`config.mk`:
```
export PLATFORM = sky130hd
export DESIGN_NAME = intr_sample_unit
export DESIGN_NICKNAME = d
export VERILOG_FILES = /design/src/rtl/irqs_pkg.sv /design/src/rtl/irqs_sync.sv /design/src/rtl/irqs_nmi_latch.sv /design/src/rtl/irqs_prio.sv /design/src/rtl/irqs_ack_fsm.sv /design/src/rtl/intr_sample_unit.sv
export SDC_FILE = /design/constraint.sdc
export NUM_CORES = 1
export LEC_CHECK = 0
export BUFFER_PORTS_ARGS = -buffer_cell sky130_fd_sc_hd__buf_2
export CORE_MARGIN = 2
export CORE_UTILIZATION = 43
export DETAILED_ROUTE_END_ITERATION = 8
export PLACE_DENSITY = 0.88
export SLEW_MARGIN = 15
export SYNTH_ARGS = -nofsm -noshare
export SYNTH_HDL_FRONTEND = slang
export SYNTH_SLANG_ARGS = --single-unit
```
`constraint.sdc`:
```
create_clock -name clk -period 1.8 [get_ports clk]
set_input_delay 0.18 -clock clk [delete_from_list [all_inputs] [get_ports clk]]
set_output_delay 0.18 -clock clk [all_outputs]
set_load 0.01 [all_outputs]
```
`src/rtl/irqs_pkg.sv`:
```
package irqs_pkg;
  typedef enum logic [1:0] {
    ST_IDLE   = 2'd0,
    ST_WAITIO = 2'd1,
    ST_BUS    = 2'd2
  } ack_state_t;

  localparam int unsigned ADDR_W       = 32;
  localparam logic [ADDR_W-1:0] NMI_ENTRY = 32'h0000_0066;
endpackage

```
`src/rtl/irqs_sync.sv`:
```
module irqs_sync #(
  parameter int unsigned W       = 4,
  parameter int unsigned STAGES  = 2,
  parameter bit          RST_BIT = 1'b0
) (
  input  logic         clk,
  input  logic         rst,
  input  logic [W-1:0] d,
  output logic [W-1:0] q
);
  logic [W-1:0] stage_q [STAGES];

  genvar s;
  generate
    for (s = 0; s < STAGES; s++) begin : g_stage
      always_ff @(posedge clk) begin
        if (rst) stage_q[s] <= {W{RST_BIT}};
        else if (s == 0) stage_q[s] <= d;
        else stage_q[s] <= stage_q[(s == 0) ? 0 : s-1];
      end
    end
  endgenerate

  assign q = stage_q[STAGES-1];
endmodule

```
`src/rtl/irqs_nmi_latch.sv`:
```
module irqs_nmi_latch (
  input  logic clk,
  input  logic rst,
  input  logic lvl_n,
  input  logic clr,
  output logic pend
);
  logic prev_n;
  logic fall;

  assign fall = prev_n & ~lvl_n;

  always_ff @(posedge clk) begin
    if (rst) begin
      prev_n <= 1'b1;
      pend   <= 1'b0;
    end else begin
      prev_n <= lvl_n;
      pend   <= fall | (pend & ~clr);
    end
  end

  a_r2_fall_sets: assert property (@(posedge clk) disable iff (rst)
    fall |=> pend);
  a_r10_fall_beats_clear: assert property (@(posedge clk) disable iff (rst)
    (fall && clr) |=> pend);
  a_r3_clear_drops: assert property (@(posedge clk) disable iff (rst)
    (clr && !fall) |=> !pend);
endmodule

```
`src/rtl/irqs_prio.sv`:
```
module irqs_prio #(
  parameter int unsigned N  = 4,
  parameter int unsigned IW = (N > 1) ? $clog2(N) : 1
) (
  input  logic [N-1:0]  req,
  output logic          any,
  output logic [IW-1:0] idx
);
  always_comb begin
    any = 1'b0;
    idx = '0;
    for (int i = N-1; i >= 0; i--) begin
      if (req[i]) begin
        any = 1'b1;
        idx = IW'(i);
      end
    end
  end
endmodule

```
`src/rtl/irqs_ack_fsm.sv`:
```
module irqs_ack_fsm
  import irqs_pkg::*;
#(
  parameter int unsigned IW = 2
) (
  input  logic              clk,
  input  logic              rst,
  input  logic              strobe,
  input  logic              nmi_pend,
  input  logic              mreq_any,
  input  logic [IW-1:0]     mreq_idx,
  input  logic              io_tick,
  input  logic              ack_done,
  output logic              nmi_take,
  output logic              ack_start,
  output logic [IW-1:0]     ack_line,
  output logic              nmi_enter,
  output logic [ADDR_W-1:0] nmi_target
);
  ack_state_t    st;
  logic [IW-1:0] line_q;
  logic          sample;
  logic          take_mask;

  assign sample    = strobe && (st == ST_IDLE);
  assign nmi_take  = sample && nmi_pend;
  assign take_mask = sample && !nmi_pend && mreq_any;

  always_ff @(posedge clk) begin
    if (rst) begin
      st         <= ST_IDLE;
      line_q     <= '0;
      ack_start  <= 1'b0;
      ack_line   <= '0;
      nmi_enter  <= 1'b0;
      nmi_target <= '0;
    end else begin
      nmi_enter <= nmi_take;
      ack_start <= 1'b0;
      if (nmi_take) nmi_target <= NMI_ENTRY;
      unique case (st)
        ST_IDLE: if (take_mask) begin
          st     <= ST_WAITIO;
          line_q <= mreq_idx;
        end
        ST_WAITIO: if (io_tick) begin
          ack_start <= 1'b1;
          ack_line  <= line_q;
          st        <= ST_BUS;
        end
        ST_BUS: if (ack_done) st <= ST_IDLE;
        default: st <= ST_IDLE;
      endcase
    end
  end

  a_r7_ack_follows_tick: assert property (@(posedge clk) disable iff (rst)
    ack_start |-> $past(io_tick));
  a_r8_bus_held: assert property (@(posedge clk) disable iff (rst)
    (st == ST_BUS && !ack_done) |=> (st == ST_BUS));
  a_r4_entry_address: assert property (@(posedge clk) disable iff (rst)
    nmi_enter |-> (nmi_target == NMI_ENTRY && !ack_start));
  a_r5_nmi_wins: assert property (@(posedge clk) disable iff (rst)
    (sample && nmi_pend) |=> (st == ST_IDLE));
endmodule

```
`src/rtl/intr_sample_unit.sv`:
```
module intr_sample_unit
  import irqs_pkg::*;
#(
  parameter int unsigned N_LINES = 4,
  parameter int unsigned SYNC_N  = 2,
  localparam int unsigned IW     = (N_LINES > 1) ? $clog2(N_LINES) : 1
) (
  input  logic               clk,
  input  logic               rst,
  input  logic [N_LINES-1:0] irq_n,
  input  logic               nmi_n,
  input  logic [N_LINES-1:0] line_en,
  input  logic               mask_en,
  input  logic               last_clk_stb,
  input  logic               io_tick,
  input  logic               ack_done,
  output logic               ack_start,
  output logic [IW-1:0]      ack_line,
  output logic               nmi_enter,
  output logic [ADDR_W-1:0]  nmi_target
);
  logic [N_LINES-1:0] irq_s;
  logic               nmi_s_n;
  logic               nmi_pend;
  logic               nmi_take;
  logic               mreq_any;
  logic [IW-1:0]      mreq_idx;
  logic [N_LINES-1:0] qual;

  irqs_sync #(.W(N_LINES), .STAGES(SYNC_N), .RST_BIT(1'b0)) u_msync (
    .clk(clk), .rst(rst), .d(~irq_n), .q(irq_s));

  irqs_sync #(.W(1), .STAGES(SYNC_N), .RST_BIT(1'b1)) u_nsync (
    .clk(clk), .rst(rst), .d(nmi_n), .q(nmi_s_n));

  irqs_nmi_latch u_nlat (
    .clk(clk), .rst(rst), .lvl_n(nmi_s_n), .clr(nmi_take), .pend(nmi_pend));

  assign qual = mask_en ? (irq_s & line_en) : '0;

  irqs_prio #(.N(N_LINES), .IW(IW)) u_prio (
    .req(qual), .any(mreq_any), .idx(mreq_idx));

  irqs_ack_fsm #(.IW(IW)) u_fsm (
    .clk(clk), .rst(rst), .strobe(last_clk_stb), .nmi_pend(nmi_pend),
    .mreq_any(mreq_any), .mreq_idx(mreq_idx), .io_tick(io_tick),
    .ack_done(ack_done), .nmi_take(nmi_take), .ack_start(ack_start),
    .ack_line(ack_line), .nmi_enter(nmi_enter), .nmi_target(nmi_target));

  a_r6_winner_qualified: assert property (@(posedge clk) disable iff (rst)
    (last_clk_stb && mreq_any) |-> (qual[mreq_idx] && mask_en));
  a_r3_single_entry_kind: assert property (@(posedge clk) disable iff (rst)
    !(nmi_enter && ack_start));
endmodule

```
=== Word level (Yosys, flattened, before mapping) ===
Memory sizes are Yosys's and may differ from the RTL's.
Cells that the tools add are included.

* Equality and inequality tests: 5
* Multiplexer cells: 21
* Bitwise operators: 12
* Reduce and logical (&&, ||, !) cells: 10

{| class="wikitable"
|+ Operator list
! kind !! count
|-
| $mux 2 || 7
|-
| $mux 4 || 3
|-
| $mux 1 || 10
|-
| $pmux 2 s3 || 1
|-
| $or 1x1->1 || 5
|-
| $and 4x4->4 || 1
|-
| $logic_and 1x1->1 || 4
|-
| $ne 2x2->1 const B || 2
|-
| $not 4->4 || 1
|-
| $reduce_and 2->1 || 2
|-
| $not 1->1 || 3
|-
| $reduce_and 3->1 || 1
|-
| $and 1x1->1 || 2
|-
| $eq 2x1->1 const B || 1
|-
| $eq 2x2->1 const B || 1
|-
| $logic_not 2->1 || 1
|-
| $ne 2x1->1 const B || 1
|-
| $reduce_or 2->1 || 1
|-
| $logic_not 1->1 || 1
|}

* Register bits after elaboration: 11
* Bits in writable memories: 10
* Input bits: 15
* Output and inout port bits: 36
* Word-level logic and storage cells: 58
* Memories kept: 2

{| class="wikitable"
|+ Memories
! name !! words !! width !! rd ports !! clocked after memory_dff !! write ports !! line !! RTL
|-
| u_msync.stage_q || 2 || 4 || 2 || 0 || 2 || irqs_sync.sv:11 || <nowiki>logic [W-1:0] stage_q [STAGES];</nowiki>
|-
| u_nsync.stage_q || 2 || 1 || 2 || 0 || 2 || irqs_sync.sv:11 ||
|}

=== Longest topological paths before layout ===
Gate-level depths: netlist of run 1.
An unclocked memory read counts as a cell.

* Depth in word-level cells: 10
* Gate-level depth with buffers: 4
* Mapped depth without buffers: 4

=== Cells and area by module ===
From an unflattened synthesis of run 1, not the netlist that was laid out.

* Cells, all modules: 106
* Area total of the unflattened synthesis: 983.4 µm²

{| class="wikitable"
|+ By module, submodules not included
! module !! times used !! cells an instance !! area each (µm²) !! seq. area each (µm²)
|-
| irqs_ack_fsm || 1 || 65 || 578.1 || 180.2
|-
| irqs_sync (u_msync) || 1 || 16 || 210.2 || 160.2
|-
| irqs_nmi_latch || 1 || 6 || 67.6 || 40.0
|-
| irqs_sync (u_nsync) || 1 || 4 || 52.6 || 40.0
|-
| intr_sample_unit || 1 || 8 || 40.0 || 0.0
|-
| irqs_prio || 1 || 7 || 35.0 || 0.0
|}

=== Least setup slack after synthesis of run 1 ===
Ideal clock, no wire load.

* Path type: register -> register
* From: reg u_fsm.st[1]
* To: reg u_fsm.line_q[1]
* Library setup time: 0.079 ns
* Arrival time: 1.235 ns
* Required time: 1.721 ns
* Path slack: 0.486 ns
* Cell stages (with the launch flop): 5
* Buffers on the path: 0
* Clock period less this slack: 1.314 ns
* Cell sequence: dfxtp_1 > or3b_4 > nor3b_4 > a21oi_1 > a211oi_2

* Longest elaborated chain between the ends: 5

{| class="wikitable"
|+ RTL lines
! what !! line !! RTL
|-
| start, declared || irqs_ack_fsm.sv:20 || <nowiki>ack_state_t st;</nowiki>
|-
| start signal, assigned || irqs_ack_fsm.sv:31 || <nowiki>st <= ST_IDLE;</nowiki>
|-
| start signal, assigned || irqs_ack_fsm.sv:43 || <nowiki>st <= ST_WAITIO;</nowiki>
|-
| start signal, assigned || irqs_ack_fsm.sv:49 || <nowiki>st <= ST_BUS;</nowiki>
|-
| $logic_not 2->1 * || irqs_ack_fsm.sv:25, irqs_ack_fsm.sv:41 ||
|-
| $logic_and 1x1->1 || irqs_ack_fsm.sv:25 || <nowiki>assign sample = strobe && (st == ST_IDLE);</nowiki>
|-
| $logic_and 1x1->1 (2 in series) || irqs_ack_fsm.sv:27 || <nowiki>assign take_mask = sample && !nmi_pend && mreq_any;</nowiki>
|-
| $reduce_and 2->1 (no source line) * || n/a ||
|-
| end signal, assigned || irqs_ack_fsm.sv:44 || <nowiki>line_q <= mreq_idx;</nowiki>
|-
| end, declared || irqs_ack_fsm.sv:21 || <nowiki>logic [IW-1:0] line_q;</nowiki>
|}

Every way passes the cells marked *; elsewhere a longest branch is shown, timed or not.
A chain may end at the register's enable or synchronous reset.

=== Worst setup path in the final report of run 1 ===
Ends and elaborated chain as after synthesis.

==> out/results.tsv, run 1 <==
stage	metric	value	unit
worst_setup_path	timing.critical_path.buf_inv	0	
place	portBuffers	22	
timing	setup_viol	0	
worst_setup_path	crit_arrival	1.64	ns
worst_setup_path	reg2reg_to	u_fsm.line_q[1]$_SDFFE_PP0P_	
cts	cts_resized	0	
timing	final.setup.tns	0	ns
worst_setup_path	cp_slowest_stage_delay	0.43	ns
cells_and_area	nNetsFinal	136	
worst_setup_path	rr_startpoint	u_fsm.st[1]$_SDFFE_PP0P_	
timing	finalHoldViolCount	0	
route	postRouteAntennaNets	0	
route	wire_per_inst	8.60	um
route	avgViaCountPerCell	4.05	
cts	htree_levels	1	
job	drv_cap	0	
hold_path	holdPathStages	2	
global_routing	grt_overflow	0	
floorplan	die_x	50.8	um
power	p_per_area	800	nW/um^2
global_routing	grt_pass1_wl	2.17	mm
cts	cts_made_buffers	3	
power	clockPowerShare	0.270	
worst_setup_path	slowest_stage	or3b_4	
timing	whs	0.0247	ns
cells_and_area	final_util	0.481	
floorplan	die_y	50.8	um
worst_setup_path	worstSetupStartpointType	flip-flop	
timing	timing.fmax	705	MHz
timing	clock_skew	0.00605	ns
cells_and_area	drive_gt1_frac	0.275	
cts	clock-root-buffer	clkbuf_4	
synthesis	yosysSeqAreaShare	0.447	
global_routing	grt_use_total	0.112	
synthesis	yosys_warnings	0	
timing	fin_crit_sh	0.788	
place	gp_congestion	0.786	
cts	clock_sinks	21	
cts	holdBufCountCts	0	
route	firstDrtPassIters	3	
cts	clkTransAtPathRegs	0.11	ns
synthesis	ys_ff_latch	21	
worst_setup_path	crit_family	simple AND/OR/NAND/NOR gates	
synthesis	yosysUniqueCellTypes	21	
power	p_leak	0.488	nW
timing	rsz0062_at_grt	false	
global_routing	grt_pass1_vias	543	
cells_and_area	final_cells	147	
worst_setup_path	crit_required	2.02	ns
floorplan	io_pins	51	
synthesis	syn-mean-instance-area	9.41	sq um
worst_setup_path	endpoint_kind	flip-flop	
hold_path	min_path_type	in2reg	
synthesis	syn_inst	100	
cts	post_cts_buffers	0	
power	switching_share	0.236	
power	switching_power	0.000183	W
power	power_frac_comb	0.107	
floorplan	row_count	16	
place	placedCellCount	143	
floorplan	initial_core_util	0.465	
worst_setup_path	crit_type	reg2reg	
route	wirelength	1.26	mm
worst_setup_path	cp_cell_sequence	or3b_4, nor3b_4, a21oi_1, a211oi_2	
power	max-vdd-ir-drop	0.702	mV
synthesis	syn_area	941	sq um
worst_setup_path	ff2ff_path_depth	4	
route	drcViolationCount	0	
global_routing	antenna_found_initial	0	
status	status	complete, no violations	
worst_setup_path	rrSetupSlack	0.38	ns
power	power	0.000778	W
route	first_iter_violations	1	
worst_setup_path	crit_fanout	5	
timing	drv_slew	0	
power	p_seq_frac	0.623	
cells_and_area	n_antenna_cell	0	
cts	clk_latency	0.29	ns
timing	min_period	1.42	ns
global_routing	grt_max_degree	23	
cts	cts_tree	done	
route	vias	596	
cts	clk_path_buf_depth	2	
floorplan	fp.coreArea	2020	sq um
hold_path	hp-start	irq_n[2]	
floorplan	dieArea	2580	sq um
power	internal_power	0.000595	W
hold_path	hold_path_end	u_msync.stage_q[0][2]$_SDFF_PP0_	
cells_and_area	area_growth	3.32	%
-- synthesized netlist by cell type --
library cell / count / area share
a211oi_2: 1 / 0.013
nor2_1: 11 / 0.044
nand4b_1: 1 / 0.0093
nor2b_1: 5 / 0.033
nor3b_4: 1 / 0.020
a32o_1: 1 / 0.011
o21ai_2: 1 / 0.0093
nand3b_1: 1 / 0.0080
nor3b_1: 1 / 0.0080
buf_1: 1 / 0.0040
or3b_4: 1 / 0.012
mux2i_1: 3 / 0.032
or2_2: 3 / 0.020
a21oi_1: 5 / 0.027
conb_1: 1 / 0.0040
buf_4: 31 / 0.25
nand2b_1: 1 / 0.0067
clkbuf_1: 1 / 0.0040
nand2_1: 8 / 0.032
or3b_2: 1 / 0.0093
dfxtp_1: 21 / 0.45
-- routing by layer --
| layer | wire (um) | GRT usage | part of all wire |
|---|---|---|---|
| met3 | 136 | 0.0506 | 0.11 |
| met4 | 10 | 0.0270 | 0.0079 |
| met5 | 0 | 0 | 0 |
| met1 | 504 | 0.117 | 0.40 |
| met2 | 613 | 0.202 | 0.48 |
-- registers in the layout, indices dropped and copies added (netlist names) --
signal	count
u_nlat.prev_n	1
u_msync.stage_q	8
u_fsm.ack_line	2
u_fsm.st	2
u_nlat.pend	1
u_nsync.stage_q	2
u_fsm.line_q	2
u_fsm.nmi_target	1
u_fsm.ack_start	1
u_fsm.nmi_enter	1
-- layout by cell type, fill, tap and decap left out, drive strengths merged --
cell type   n
nand4b      1
or3b        2
a211oi      1
nor3b       2
a21oi       5
buf        22
or2         3
dfxtp      21
conb       28
a32o        1
nand2b      1
clkbuf      4
nor2b       5
nand2       8
nand3b      1
o21ai       1
nor2       11
mux2i       3
-- worst reg2reg max path, delay by kind of cell, from the launching register on --
kind | cells | cell delay (ns)
AOI/OAI and AO/OA | 2 | 0.31
DFF | 1 | 0.35
and+or+nand+nor | 2 | 0.69
-- through the flow --
| stage | setup slack, ns | instance area [sq um] |
|---|---|---|
| final | 0.382 | 972 |
| after global routing | 0.267 | 972 |
| after CTS | 0.359 | 972 |
| after detailed placement | 0.382 | 946 |
| after global placement | 0.464 | 946 |
| after floorplan | 0.486 | 1040 |
-- power groups by stage --
stage,sequential [W],combinational [W],clock (W)
floorplan,0.000495,0.000106,0
global placement,0.000495,0.0000808,0
detailed placement,0.000496,0.0000828,0
CTS,0.000485,0.0000829,0.000224
global route,0.000487,0.0000945,0.000243
finish,0.000485,0.0000829,0.000210
-- how the worst max path moves through the flow --
stage                             start  cells past startpoint                           end
2_1_floorplan  u_fsm.st[1]$_SDFFE_PP0P_                      4  u_fsm.line_q[1]$_SDFFE_PP0P_
3_3_place_gp   u_fsm.st[1]$_SDFFE_PP0P_                      4  u_fsm.line_q[1]$_SDFFE_PP0P_
3_5_place_dp   u_fsm.st[1]$_SDFFE_PP0P_                      4  u_fsm.line_q[1]$_SDFFE_PP0P_
4_1_cts        u_fsm.st[1]$_SDFFE_PP0P_                      4  u_fsm.line_q[1]$_SDFFE_PP0P_
5_1_grt        u_fsm.st[1]$_SDFFE_PP0P_                      4  u_fsm.line_q[1]$_SDFFE_PP0P_
6_report       u_fsm.st[1]$_SDFFE_PP0P_                      4  u_fsm.line_q[1]$_SDFFE_PP0P_
-- final cells by class --
class	instances	area, sq um
fillers	192	1050
flip-flops and latches	21	420
multi-input cells	73	382
repair buffers	22	110
well taps	27	33.8
clock buffers	4	26.3
-- kinds of logic (layout without fill, tap and decap cells) --
kind of cell / Yosys count / count (layout) / synth area share
buffers and inverters: 33 / 26 / 0.255
flip-flops: 21 / 21 / 0.447
multiplexers: 3 / 3 / 0.0319
AO/OA/AOI/OAI: 8 / 8 / 0.0598
other: 1 / 28 / 0.00399
AND/OR/NAND/NOR: 34 / 34 / 0.202
Power figures use the tool's default switching activity.
==> run 2, diff against run 1 <==
clock period = 1.45 ns   (was 1.8 ns; I/O delays follow)
==> out/results.tsv, run 2 (synthesis gave the netlist of run 1 again) <==
stage	metric	value	unit
worst_setup_path	rrSetupSlack	0.08	ns
floorplan	fp.coreArea	2020	sq um
timing	finalHoldViolCount	0	
power	p_leak	0.510	nW
worst_setup_path	worstSetupStartpointType	flip-flop	
timing	drv_slew	0	
timing	rsz0062_at_grt	false	
worst_setup_path	crit_arrival	1.60	ns
global_routing	antenna_found_initial	0	
route	drcViolationCount	0	
global_routing	grt_pass1_wl	2.30	mm
power	max-vdd-ir-drop	0.731	mV
worst_setup_path	crit_required	1.68	ns
hold_path	min_path_type	in2reg	
cells_and_area	largest-register	u_msync.stage_q	
floorplan	initial_core_util	0.465	
route	firstDrtPassIters	4	
timing	timing.fmax	730	MHz
place	portBuffers	22	
cells_and_area	area_growth	8.38	%
floorplan	die_y	50.8	um
global_routing	grt_pass1_vias	550	
power	power	0.000983	W
cells_and_area	drive_gt1_frac	0.272	
timing	min_period	1.37	ns
route	vias	638	
route	first_iter_violations	6	
cells_and_area	n_antenna_cell	0	
job	drv_cap	0	
cts	clock_sinks	21	
worst_setup_path	endpoint_kind	flip-flop	
cells_and_area	final_cell_mix	28 x conb_1, 22 x buf_2, 21 x dfxtp_1	
global_routing	grt_max_degree	23	
floorplan	dieArea	2580	sq um
timing	clock_skew	0.00928	ns
cts	clock-root-buffer	clkbuf_4	
route	postRouteAntennaNets	0	
route	wire_per_inst	9.24	um
cts	htree_levels	1	
place	dp_hpwl	1.08	mm
route	avgViaCountPerCell	4.20	
floorplan	die_x	50.8	um
global_routing	grt_use_total	0.123	
floorplan	row_count	16	
timing	setup_viol	0	
cts	cts_tree	done	
timing	fin_crit_sh	0.944	
cells_and_area	final_common_cell	conb_1	
timing	final.setup.tns	0	ns
worst_setup_path	crit_type	reg2reg	
cts	clk_latency	0.30	ns
floorplan	io_pins	51	
status	status	complete, no violations	
route	wirelength	1.41	mm
place	gp_congestion	0.785	
global_routing	grt_overflow	0	
cells_and_area	nNetsFinal	141	
cts	clk_path_buf_depth	2	
cts	cts_made_buffers	3	
cts	clkTransAtPathRegs	0.11	ns
power	p_per_area	964	nW/um^2
cells_and_area	largest_reg_flops	8	
worst_setup_path	crit_fanout	5	
[run 2: cell types whose count changed in the layout (fill, tap and decap cells not counted), sizes merged]
cell | before | now
dlygate4sd3 | 0 | 4
buf | 22 | 23
[run 2: routing by layer]
| layer | up-vias | track usage | part of all wire |
|---|---|---|---|
| met5 | - | 0 | 0 |
| met4 | 0 | 0.0270 | 0.0071 |
| met3 | 2 | 0.0625 | 0.10 |
| met2 | 39 | 0.239 | 0.52 |
| met1 | 285 | 0.112 | 0.37 |
| li1 | 312 | - | - |
[run 2: path summary, 6_finish.rpt]
path	startpoint	endpoint	cells past startpoint
max	u_fsm.st[1]$_SDFFE_PP0P_	u_fsm.line_q[1]$_SDFFE_PP0P_	4
min	nmi_n	u_nsync.stage_q[0]$_DFF_P_	2
max reg2reg	u_fsm.st[1]$_SDFFE_PP0P_	u_fsm.line_q[1]$_SDFFE_PP0P_	4
min reg2reg	u_nsync.stage_q[0]$_DFF_P_	u_nsync.stage_q[1]$_DFF_P_	1
[run 2: through the flow]
stage               hold WS [ns]  worst slack (ns)   util  instance area, sq um  std cells
global placement           0.295             0.114  0.468                   946        143
finish                    0.0267            0.0806  0.504                  1020        152
floorplan                  0.212             0.136      -                  1040        127
global route              0.0183            0.0288  0.504                  1020        152
detailed placement         0.298            0.0442  0.468                   946        143
CTS                       0.0191            0.0257  0.501                  1010        151
[run 2: final cells by class]
cell class,instances,area (sq um)
clock buffers,4,26.3
fillers,197,1000
multi-input cells,73,382
flip-flops and latches,21,420
well taps,27,33.8
repair buffers,27,158
[run 2: where the power goes]
group | internal, W | switching (W)
combinational | 0.0000457 | 0.0000691
sequential | 0.000594 | 0.00000758
clock | 0.000107 | 0.000159
total | 0.000747 | 0.000236
[run 2: repair_timing]
item,4_1_cts,5_1_grt
hold endpoints to repair,4,0
hold buffers,4,0
buffers inserted,0,1
resized for setup,0,0
endpoints found under the setup margin,0,1
[run 2: worst max-delay path: stages, from the launching register on]
cell	delay [ns]
dfxtp_1	0.36
or3b_4	0.42
nor3b_4	0.23
a21oi_1	0.11
a211oi_2	0.18
==> run 3, diff against run 2 <==
CORE_MARGIN = unset   (was 2)
==> out/results.tsv, run 3 (synthesis gave the netlist of run 1 again) <==
stage	metric	value	unit
status	status	complete, no violations	
worst_setup_path	crit_required	1.65	ns
timing	fin_crit_sh	0.949	
floorplan	dieArea	2380	sq um
cts	clock-root-buffer	clkbuf_4	
place	dp_hpwl	908	um
route	postRouteAntennaNets	0	
cells_and_area	area_growth	8.51	%
worst_setup_path	timing.critical_path.buf_inv	1	
place	placedCellCount	143	
job	drv_cap	0	
cells_and_area	final_cell_mix	28 x conb_1, 22 x buf_2, 20 x dfxtp_1	
global_routing	grt_util_met2	0.178	
worst_setup_path	ff2ff_path_depth	5	
route	wire_per_inst	8.36	um
timing	timing.fmax	727	MHz
timing	setup_viol	0	
cts	clkTransAtPathRegs	0.11	ns
place	placedInstanceArea	946	sq um
global_routing	globalRouteMet1Util	0.131	
cts	cts_tree	done	
timing	drv_slew	0	
cells_and_area	n_antenna_cell	0	
worst_setup_path	worstSetupStartpointType	flip-flop	
cells_and_area	largest-register	u_msync.stage_q	
global_routing	grt_pass1_wl	2.02	mm
power	p_per_area	966	nW/um^2
route	firstDrtPassIters	2	
cells_and_area	drive_gt1_frac	0.280	
place	portBuffers	22	
power	p_leak	0.511	nW
place	gp_congestion	0.773	
worst_setup_path	cp_slowest_stage_delay	0.41	ns
worst_setup_path	endpoint_kind	flip-flop	
timing	min_period	1.38	ns
worst_setup_path	cp_cell_sequence	or3b_4, nor3b_4, buf_4, o21ai_2, mux2i_1	
timing	whs	0.0250	ns
cts	clk_path_buf_depth	2	
route	wirelength	1.27	mm
floorplan	io_pins	51	
route	drcViolationCount	0	
worst_setup_path	slowest_stage	or3b_4	
global_routing	grt_overflow	0	
cells_and_area	final_area	1020	sq um
route	vias	627	
worst_setup_path	crit_fanout	5	
timing	clock_skew	0.00725	ns
worst_setup_path	crit_arrival	1.58	ns
global_routing	grt_pass1_vias	498	
floorplan	initial_core_util	0.470	
cells_and_area	final_common_cell	conb_1	
global_routing	grt_max_degree	23	
cells_and_area	largest_reg_flops	8	
global_routing	grt_use_total	0.110	
global_routing	antenna_found_initial	0	
worst_setup_path	crit_family	simple AND/OR/NAND/NOR gates	
floorplan	die_y	48.8	um
global_routing	globalRouteMet3Util	0.0498	
hold_path	min_path_type	in2reg	
floorplan	die_x	48.8	um
cts	cts_made_buffers	3	
route	avgViaCountPerCell	4.13	
timing	finalHoldViolCount	0	
cts	clk_latency	0.30	ns
floorplan	fp.coreArea	2000	sq um
cts	clock_sinks	21	
power	max-vdd-ir-drop	0.702	mV
worst_setup_path	cp.depth	5	
hold_path	holdPathStages	2	
cells_and_area	final_cells	152	
worst_setup_path	crit_type	reg2reg	
route	first_iter_violations	3	
cells_and_area	nNetsFinal	141	
global_routing	busiest_layer	met2	
floorplan	row_count	16	
cts	htree_levels	1	
-- run 3: cell counts in the layout (fill, tap and decap cells not counted) --
No cell type changed its count.
-- run 3: final timing paths --
| path | from | end | slack, ns |
|---|---|---|---|
| setup / recovery | u_fsm.st[1]$_SDFFE_PP0P_ | u_fsm.line_q[0]$_SDFFE_PP0P_ | 0.07 |
| hold / removal | nmi_n | u_nsync.stage_q[0]$_DFF_P_ | 0.03 |
| setup reg to reg | u_fsm.st[1]$_SDFFE_PP0P_ | u_fsm.line_q[0]$_SDFFE_PP0P_ | 0.07 |
| hold reg to reg | u_nsync.stage_q[0]$_DFF_P_ | u_nsync.stage_q[1]$_DFF_P_ | 0.42 |
-- run 3: what timing repair did --
item                                    in CTS  in global routing
buffers inserted                             0                  1
gates resized for setup                      0                  1
hold endpoints to repair                     4                  0
hold buffers                                 4                  0
endpoints found under the setup margin       0                  2
-- run 3: layer usage --
layer  wire, um  vias up
li1           -      314
met1        595      265
met2        538       46
met3        129        2
met4          8        0
met5          0        -
-- run 3: report_power, final --
part	internal, W	switching, W
combinational	0.0000458	0.0000679
sequential	0.000595	0.00000764
clock	0.000107	0.000163
-- run 3: through the flow --
stage                     utilization  power [W]  TNS [ns]  setup slack [ns]
after floorplan                     -   0.000747         0             0.136
after global placement          0.473   0.000714         0             0.113
after detailed placement        0.473   0.000717         0            0.0584
after CTS                       0.506   0.000993         0            0.0291
after global routing            0.510    0.00104  -0.00378          -0.00378
final                           0.510   0.000986         0            0.0739
-- run 3: cell type report --
class,instances,area [sq um]
clock buffer,4,26.3
timing repair buffer,27,158
tap,27,33.8
multi-input combinational,73,382
sequential,21,422
fill,196,981
